--- src/rtl/llist_pkg.sv ---
package llist_pkg;
   // Phase of one retrieval channel
   typedef enum logic {
      PH_SEEK = 1'b0,   // choose next masked layer, read its head
      PH_WALK = 1'b1    // follow next pointers inside a chain
   } ch_phase_e;
endpackage

--- src/rtl/llist_heads.sv ---
module llist_heads #(
   parameter int KEY_W = 4,
   parameter int LYR_W = 2,
   parameter int PTR_W = 6,
   parameter int GEN_W = 4
) (
   input  logic             clk,
   input  logic             rst_n,
   input  logic             clr,
   input  logic             wr_en,
   input  logic [LYR_W-1:0] wr_layer,
   input  logic [KEY_W-1:0] wr_key,
   input  logic [PTR_W-1:0] wr_ptr,
   output logic             wr_old_v,
   output logic [PTR_W-1:0] wr_old_p,
   input  logic [LYR_W-1:0] lk_layer,
   input  logic [KEY_W-1:0] lk_key,
   output logic             lk_v,
   output logic [PTR_W-1:0] lk_p
);
   localparam int IDX_W   = LYR_W + KEY_W;
   localparam int NH      = 1 << IDX_W;
   localparam logic [GEN_W-1:0] GEN_TOP = {GEN_W{1'b1}};

   logic [GEN_W-1:0] gen;
   logic [GEN_W-1:0] hgen [NH];
   logic [PTR_W-1:0] hptr [NH];
   logic [IDX_W-1:0] widx, ridx;

   assign widx = {wr_layer, wr_key};
   assign ridx = {lk_layer, lk_key};

   // generation 0 is never current: heads tagged 0 are always stale
   always_ff @(posedge clk or negedge rst_n) begin
      if (!rst_n) begin
         gen <= GEN_W'(1);
         for (int i = 0; i < NH; i++) hgen[i] <= '0;
      end else if (clr) begin
         if (gen == GEN_TOP) begin
            gen <= GEN_W'(1);
            for (int i = 0; i < NH; i++) hgen[i] <= '0;
         end else begin
            gen <= gen + GEN_W'(1);
         end
      end else if (wr_en) begin
         hgen[widx] <= gen;
      end
   end

   always_ff @(posedge clk) begin
      if (wr_en && !clr) hptr[widx] <= wr_ptr;
   end

   assign wr_old_v = (hgen[widx] == gen);
   assign wr_old_p = hptr[widx];
   assign lk_v     = (hgen[ridx] == gen);
   assign lk_p     = hptr[ridx];
endmodule

--- src/rtl/llist_mem.sv ---
module llist_mem #(
   parameter int DEPTH = 64,
   parameter int PTR_W = 6,
   parameter int HIT_W = 16
) (
   input  logic             clk,
   input  logic             we,
   input  logic [PTR_W-1:0] waddr,
   input  logic [HIT_W-1:0] whit,
   input  logic             wnv,
   input  logic [PTR_W-1:0] wnp,
   input  logic [PTR_W-1:0] raddr,
   output logic [HIT_W-1:0] rhit,
   output logic             rnv,
   output logic [PTR_W-1:0] rnp
);
   logic [HIT_W-1:0] hit_q  [DEPTH];
   logic [PTR_W:0]   link_q [DEPTH];

   always_ff @(posedge clk) begin
      if (we) begin
         hit_q[waddr]  <= whit;
         link_q[waddr] <= {wnv, wnp};
      end
      rhit         <= hit_q[raddr];
      {rnv, rnp}   <= link_q[raddr];
   end
endmodule

--- src/rtl/llist_sched.sv ---
module llist_sched
   import llist_pkg::*;
#(
   parameter int KEY_W  = 4,
   parameter int LAYERS = 4,
   parameter int LYR_W  = 2,
   parameter int PTR_W  = 6,
   parameter int HIT_W  = 16,
   parameter int NCH    = 4,
   parameter int CH_W   = 2
) (
   input  logic              clk,
   input  logic              rst_n,
   input  logic              clr,
   input  logic              req_valid,
   input  logic [KEY_W-1:0]  req_key,
   input  logic [LAYERS-1:0] req_mask,
   output logic              req_ready,
   output logic [CH_W-1:0]   req_chan,
   output logic [LYR_W-1:0]  lk_layer,
   output logic [KEY_W-1:0]  lk_key,
   input  logic              lk_v,
   input  logic [PTR_W-1:0]  lk_p,
   output logic [PTR_W-1:0]  rd_addr,
   input  logic [HIT_W-1:0]  rd_hit,
   input  logic              rd_nv,
   input  logic [PTR_W-1:0]  rd_np,
   output logic              out_valid,
   output logic [HIT_W-1:0]  out_hit,
   output logic [LYR_W-1:0]  out_layer,
   output logic              out_last,
   output logic              out_missing,
   output logic              out_end,
   output logic [CH_W-1:0]   out_chan
);
   logic [CH_W-1:0]   slot;
   logic [NCH-1:0]    busy;
   logic [KEY_W-1:0]  ch_key [NCH];
   logic [LAYERS-1:0] pend   [NCH];
   ch_phase_e         phase  [NCH];
   logic [PTR_W-1:0]  ptr    [NCH];
   logic [LYR_W-1:0]  lay    [NCH];

   logic              s1_valid, s1_miss;
   logic [CH_W-1:0]   s1_chan;
   logic [LYR_W-1:0]  s1_layer;

   logic [LYR_W-1:0]  seek_l, iss_layer;
   logic              walking, fire, accept, iss_miss, w_last, w_end;

   always_comb begin
      req_chan = '0;
      for (int c = NCH - 1; c >= 0; c--) if (!busy[c]) req_chan = CH_W'(c);
   end
   assign req_ready = ~&busy;
   assign accept    = req_valid && req_ready && (|req_mask) && !clr;

   always_comb begin
      seek_l = '0;
      for (int l = LAYERS - 1; l >= 0; l--) if (pend[slot][l]) seek_l = LYR_W'(l);
   end

   assign walking   = (phase[slot] == PH_WALK);
   assign fire      = busy[slot] && !clr;
   assign lk_layer  = seek_l;
   assign lk_key    = ch_key[slot];
   assign iss_layer = walking ? lay[slot] : seek_l;
   assign iss_miss  = !walking && !lk_v;
   assign rd_addr   = walking ? ptr[slot] : lk_p;

   assign w_last    = s1_miss || !rd_nv;
   assign w_end     = w_last && (pend[s1_chan] == '0);

   always_ff @(posedge clk or negedge rst_n) begin
      if (!rst_n) begin
         slot     <= '0;
         busy     <= '0;
         s1_valid <= 1'b0;
         s1_miss  <= 1'b0;
         s1_chan  <= '0;
         s1_layer <= '0;
         for (int c = 0; c < NCH; c++) begin
            ch_key[c] <= '0;
            pend[c]   <= '0;
            phase[c]  <= PH_SEEK;
            ptr[c]    <= '0;
            lay[c]    <= '0;
         end
      end else begin
         slot <= (slot == CH_W'(NCH - 1)) ? '0 : slot + CH_W'(1);
         if (clr) begin
            busy     <= '0;
            s1_valid <= 1'b0;
            for (int c = 0; c < NCH; c++) phase[c] <= PH_SEEK;
         end else begin
            s1_valid <= fire;
            if (fire) begin
               s1_chan  <= slot;
               s1_layer <= iss_layer;
               s1_miss  <= iss_miss;
               if (!walking) begin
                  pend[slot][seek_l] <= 1'b0;
                  lay[slot]          <= seek_l;
               end
            end
            if (s1_valid) begin
               if (w_last) begin
                  phase[s1_chan] <= PH_SEEK;
                  if (w_end) busy[s1_chan] <= 1'b0;
               end else begin
                  phase[s1_chan] <= PH_WALK;
                  ptr[s1_chan]   <= rd_np;
               end
            end
            if (accept) begin
               busy[req_chan]   <= 1'b1;
               ch_key[req_chan] <= req_key;
               pend[req_chan]   <= req_mask;
               phase[req_chan]  <= PH_SEEK;
            end
         end
      end
   end

   assign out_valid   = s1_valid;
   assign out_hit     = s1_miss ? '0 : rd_hit;
   assign out_layer   = s1_layer;
   assign out_last    = w_last;
   assign out_missing = s1_miss;
   assign out_end     = w_end;
   assign out_chan    = s1_chan;
endmodule

--- src/rtl/llist_store.sv ---
module llist_store #(
   parameter  int HIT_W  = 16,
   parameter  int KEY_W  = 4,
   parameter  int LAYERS = 4,
   parameter  int DEPTH  = 64,
   parameter  int GEN_W  = 4,
   parameter  int NCH    = 4,
   localparam int LYR_W  = (LAYERS > 1) ? $clog2(LAYERS) : 1,
   localparam int CH_W   = (NCH > 1) ? $clog2(NCH) : 1
) (
   input  logic              clk,
   input  logic              rst_n,
   input  logic              clr,
   input  logic              wr_en,
   input  logic [KEY_W-1:0]  wr_key,
   input  logic [LYR_W-1:0]  wr_layer,
   input  logic [HIT_W-1:0]  wr_hit,
   output logic              overflow,
   input  logic              req_valid,
   input  logic [KEY_W-1:0]  req_key,
   input  logic [LAYERS-1:0] req_mask,
   output logic              req_ready,
   output logic [CH_W-1:0]   req_chan,
   output logic              out_valid,
   output logic [HIT_W-1:0]  out_hit,
   output logic [LYR_W-1:0]  out_layer,
   output logic              out_last,
   output logic              out_missing,
   output logic              out_end,
   output logic [CH_W-1:0]   out_chan
);
   localparam int PTR_W = $clog2(DEPTH);
   localparam int CNT_W = $clog2(DEPTH + 1);

   if (DEPTH < 2)  begin : g_bad_depth  $error("DEPTH must be at least 2");  end
   if (NCH < 2)    begin : g_bad_nch    $error("NCH must be at least 2");    end
   if (GEN_W < 2)  begin : g_bad_gen    $error("GEN_W must be at least 2");  end
   if (LAYERS < 2) begin : g_bad_layers $error("LAYERS must be at least 2"); end

   logic [CNT_W-1:0] wp;
   logic             full, wr_acc;
   logic             old_v, lk_v, rd_nv;
   logic [PTR_W-1:0] old_p, lk_p, rd_addr, rd_np;
   logic [LYR_W-1:0] lk_layer;
   logic [KEY_W-1:0] lk_key;
   logic [HIT_W-1:0] rd_hit;

   assign full   = (wp == CNT_W'(DEPTH));
   assign wr_acc = wr_en && !clr && !full;

   always_ff @(posedge clk or negedge rst_n) begin
      if (!rst_n) begin
         wp       <= '0;
         overflow <= 1'b0;
      end else if (clr) begin
         wp       <= '0;
         overflow <= 1'b0;
      end else if (wr_en) begin
         if (full) overflow <= 1'b1;
         else      wp       <= wp + CNT_W'(1);
      end
   end

   llist_heads #(.KEY_W(KEY_W), .LYR_W(LYR_W), .PTR_W(PTR_W), .GEN_W(GEN_W)) u_heads (
      .clk(clk), .rst_n(rst_n), .clr(clr),
      .wr_en(wr_acc), .wr_layer(wr_layer), .wr_key(wr_key), .wr_ptr(wp[PTR_W-1:0]),
      .wr_old_v(old_v), .wr_old_p(old_p),
      .lk_layer(lk_layer), .lk_key(lk_key), .lk_v(lk_v), .lk_p(lk_p)
   );

   llist_mem #(.DEPTH(DEPTH), .PTR_W(PTR_W), .HIT_W(HIT_W)) u_mem (
      .clk(clk), .we(wr_acc), .waddr(wp[PTR_W-1:0]), .whit(wr_hit),
      .wnv(old_v), .wnp(old_p),
      .raddr(rd_addr), .rhit(rd_hit), .rnv(rd_nv), .rnp(rd_np)
   );

   llist_sched #(.KEY_W(KEY_W), .LAYERS(LAYERS), .LYR_W(LYR_W), .PTR_W(PTR_W),
                 .HIT_W(HIT_W), .NCH(NCH), .CH_W(CH_W)) u_sched (
      .clk(clk), .rst_n(rst_n), .clr(clr),
      .req_valid(req_valid), .req_key(req_key), .req_mask(req_mask),
      .req_ready(req_ready), .req_chan(req_chan),
      .lk_layer(lk_layer), .lk_key(lk_key), .lk_v(lk_v), .lk_p(lk_p),
      .rd_addr(rd_addr), .rd_hit(rd_hit), .rd_nv(rd_nv), .rd_np(rd_np),
      .out_valid(out_valid), .out_hit(out_hit), .out_layer(out_layer),
      .out_last(out_last), .out_missing(out_missing), .out_end(out_end),
      .out_chan(out_chan)
   );
endmodule

--- config.mk ---
export PLATFORM = sky130hd
export DESIGN_NAME = llist_store
export DESIGN_NICKNAME = d
export VERILOG_FILES = /design/src/rtl/llist_pkg.sv /design/src/rtl/llist_heads.sv /design/src/rtl/llist_mem.sv /design/src/rtl/llist_sched.sv /design/src/rtl/llist_store.sv
export SDC_FILE = /design/constraint.sdc
export NUM_CORES = 2
export LEC_CHECK = 0
export BUFFER_PORTS_ARGS = -buffer_cell sky130_fd_sc_hd__buf_2
export CORE_UTILIZATION = 45
export CTS_BUF_LIST = sky130_fd_sc_hd__clkbuf_16
export CTS_CLUSTER_DIAMETER = 40
export DETAILED_ROUTE_END_ITERATION = 10
export PLACE_DENSITY = 0.69
export REMOVE_ABC_BUFFERS = 1
export SLEW_MARGIN = 15
export SYNTH_ARGS = -nofsm -noshare
export SYNTH_HDL_FRONTEND = slang
export SYNTH_SLANG_ARGS = --single-unit
export TNS_END_PERCENT = 50
--- constraint.sdc ---
create_clock -name clk -period 6.5 [get_ports clk]
set_clock_uncertainty 0.1 [all_clocks]
set_input_delay 0.325 -clock clk [delete_from_list [all_inputs] [get_ports clk]]
set_output_delay 0.325 -clock clk [all_outputs]
set_load 0.1 [all_outputs]
==> impl_metrics.tcl <==
set metrics [dict create \
    rsz0062_at_grt "false" \
    globalRouteOverflowTotal 0 \
    arrival_ps 7010 \
    antenna_found_initial 7 \
    synthToLayoutAreaGrowth_pct 12.7 \
    setup_viol 0 \
    critPathKind "register to register" \
    critical_path.cell_chain "mux4_4, buf_12, mux2i_1, o22ai_1, a2111oi_2, nor4_2, a41oi_1, nand2_4, buf_12, buf_12, a31oi_1, o21ai_0, nand2_1, or3_1" \
    finalHoldViolations 0 \
    critical_path_required_ps 7160 \
    io_buffers 62 \
    place.gp.congestion 0.966 \
    synth_edf_count 1856 \
    viasPerCell 6.54 \
    cts_inserted_buffers 227 \
    finalSetupTns_ps 0 \
    cts_tree "yes" \
    grt_max_degree 146 \
    placed_area_um2 97700 \
    first_global_vias 62243 \
    tightest_slew_ps 1260 \
    ys_ff_latch 2227 \
    max_freq_mhz 157 \
    initial_core_util_pct 45.5 \
    critPathMaxFanout 77 \
    dieArea_um2 210000 \
    power_density_nw_per_um2 440 \
    drive_gt1_share_pct 13.5 \
    drv_cap 0 \
    rows 166 \
    endpoint_kind "register" \
    synth_ff_type "edfxtp_1" \
    drc 0 \
    postRouteAntennaNets 0 \
    cp-start-kind "register" \
    cts.sinks 2227 \
    cts.clk_slew.worst_paths_ps 70 \
    h-tree-depth 4 \
    synth-seq-area-share_pct 69.4 \
    irDropWorstVdd_uv 589 \
    cts_root_buffer "clkbuf_16" \
    synth_async_sr_flop_share_pct 15.6 \
    design_area_um2 105000 \
    grt.total_usage_pct 26.5 \
    clk_path_buf_depth 3 \
    mostFrequentLayoutCell "edfxtp_1" \
    layout.cells.most_common_list "edfxtp_1 (1856), nand2_1 (1355), dfrtp_1 (340), o21ai_0 (310), nand3_1 (299)" \
    p_leak_nw 36.6 \
    period_needed_ps 6350 \
    die_x_um 458 \
    hpwl_um 166000 \
    relSlewSlack_pct 15.7 \
    wl_per_cell_um 28.5 \
    grt_first_pass_wirelength_um 416000 \
    yosysWarnings 0 \
    avgSynthCellArea_um2 13.3 \
    drt_first_pass_iters 8 \
    cts_resized 0 \
    status "completed" \
    routed_wl_um 284000 \
    die_h_um 458 \
    crit_path_frequent_cell "buf_12" \
    slew_violations 0 \
    slowest_delay_ps 1020 \
    period_share_pct 97.8 \
    clock_latency_ps 880 \
    syn_inst 7018 \
    num_vias 65021 \
    min_path_type "primary input to async pin" \
    fillers 16786 \
    coreArea_um2 206000 \
    nets 7102 \
    cp_slowest_cell "mux4_4" \
    synth_area_um2 93500 \
    synth.distinct_cells 71 \
    boundaryPins 63 \
    drt_iter0_drc 9600 \
]
## synth_stat cells (all sizes together), types with 20 or more instances
library cell,count,area [um^2]
edfxtp,1856,55700
nand2,1356,5090
dfrtp,347,8680
o21ai,336,1680
clkbuf,307,1150
nand3,299,1500
nor2,293,1130
a31oi,261,1640
a21oi,259,1300
a22oi,249,1870
mux2i,229,2290
a221oi,226,1990
buf,218,1160
mux4,136,3060
a32oi,113,990
nand4,100,626
mux2,47,529
a22o,41,359
inv,35,131
or3,31,194
a211oi,28,210
nor2b,27,169
dfxtp,23,460
o21bai,23,173
nand2b,20,125
## stage by stage
step                      std cells  setup slack, ps  hold slack, ps  util, %  total power [W]
final                          9949              146            24.1     51.3           0.0463
after global routing           9947             66.5            39.0     51.3           0.0479
after CTS                      9946              273            8.42     51.3           0.0461
after detailed placement       9506              294             306     47.5           0.0331
after global placement         9506              341             300     47.5           0.0329
after floorplan                6493           -10850           -70.6        -           0.0261
## area by class of cell
type / count / area, um^2 / share of cell area [%]
flip-flops and latches: 2227 / 64900 / 61.6
multi-input cells: 4231 / 26400 / 25.1
clock buffers: 230 / 5760 / 5.46
well taps: 2688 / 3360 / 3.19
repair buffers: 338 / 2980 / 2.83
clock inverters: 197 / 1820 / 1.73
inverters: 35 / 131 / 0.125
diodes: 3 / 7.51 / 0.00712
## worst max-delay path: cells and delay by family, from the launching register on
family / cells / cell delay [ps]
and+or+nand+nor: 4 / 1700
AOI/OAI and AO/OA: 5 / 1590
muxes: 2 / 1170
buffers and inverters: 3 / 990
DFF: 1 / 590
## worst paths after layout
path                                 startpoint            endpoint  slack (ps)  depth (start not counted)
worst max-delay path            u_sched.slot[0]       u_mem.rhit[7]         150                         14
worst min-delay path                      rst_n    u_heads.hgen[51]          20                          2
worst max register to register  u_sched.slot[0]       u_mem.rhit[7]         150                         14
worst min register to register   u_sched.lay[3]      u_sched.lay[3]         400                          1
max in group asynchronous                 rst_n   u_heads.hgen[186]        4840                          3
min in group clk                      wr_hit[0]  u_mem.hit_q[47][0]          40                          2
## layer usage
metal / track usage [%] / vias to the layer above / wire length [um]
li1: - / 27042 / -
met1: 35.5 / 32543 / 106000
met2: 41.3 / 4631 / 131000
met3: 5.48 / 801 / 32500
met4: 12.9 / 4 / 14800
met5: 0 / - / 29
## what timing repair did
item | CTS | global route
setup buffers | 0 | 0
hold buffers | 13 | 0
endpoints found under the hold margin | 129 | 0
setup endpoints to repair | 0 | 0
## cells by family (layout without fill, tap and decap cells)
logic type	after synthesis	after routing	share of synthesized area, %
AO/OA/AOI/OAI	1594	1594	11.4
XOR/XNOR	13	13	0.122
adder cells (fa/ha/maj)	7	7	0.0937
buffers and inverters	560	800	2.61
flip-flops	2227	2227	69.4
multiplexers	412	412	6.29
other	0	3	0
AND/OR/NAND/NOR	2205	2205	10.0
## sequential cells by signal, summed over array words and instances, names as in the netlist, 2 cells and up
signal / cells
u_heads.gen: 4
u_heads.hgen: 256
u_heads.hptr: 384
u_mem.hit_q: 1024
u_mem.link_q: 448
u_mem.rhit: 16
u_mem.rnp: 6
u_sched.busy: 4
u_sched.ch_key: 16
u_sched.lay: 8
u_sched.out_chan: 2
u_sched.out_layer: 2
u_sched.pend: 16
u_sched.phase: 4
u_sched.ptr: 24
u_sched.slot: 2
wp: 7
## power by group
part | internal, W | switching [W]
Sequential | 0.0160 | 0.000492
Combinational | 0.00529 | 0.0114
Clock | 0.00738 | 0.00577
Total | 0.0287 | 0.0176
(Power assumes the default switching activity.)
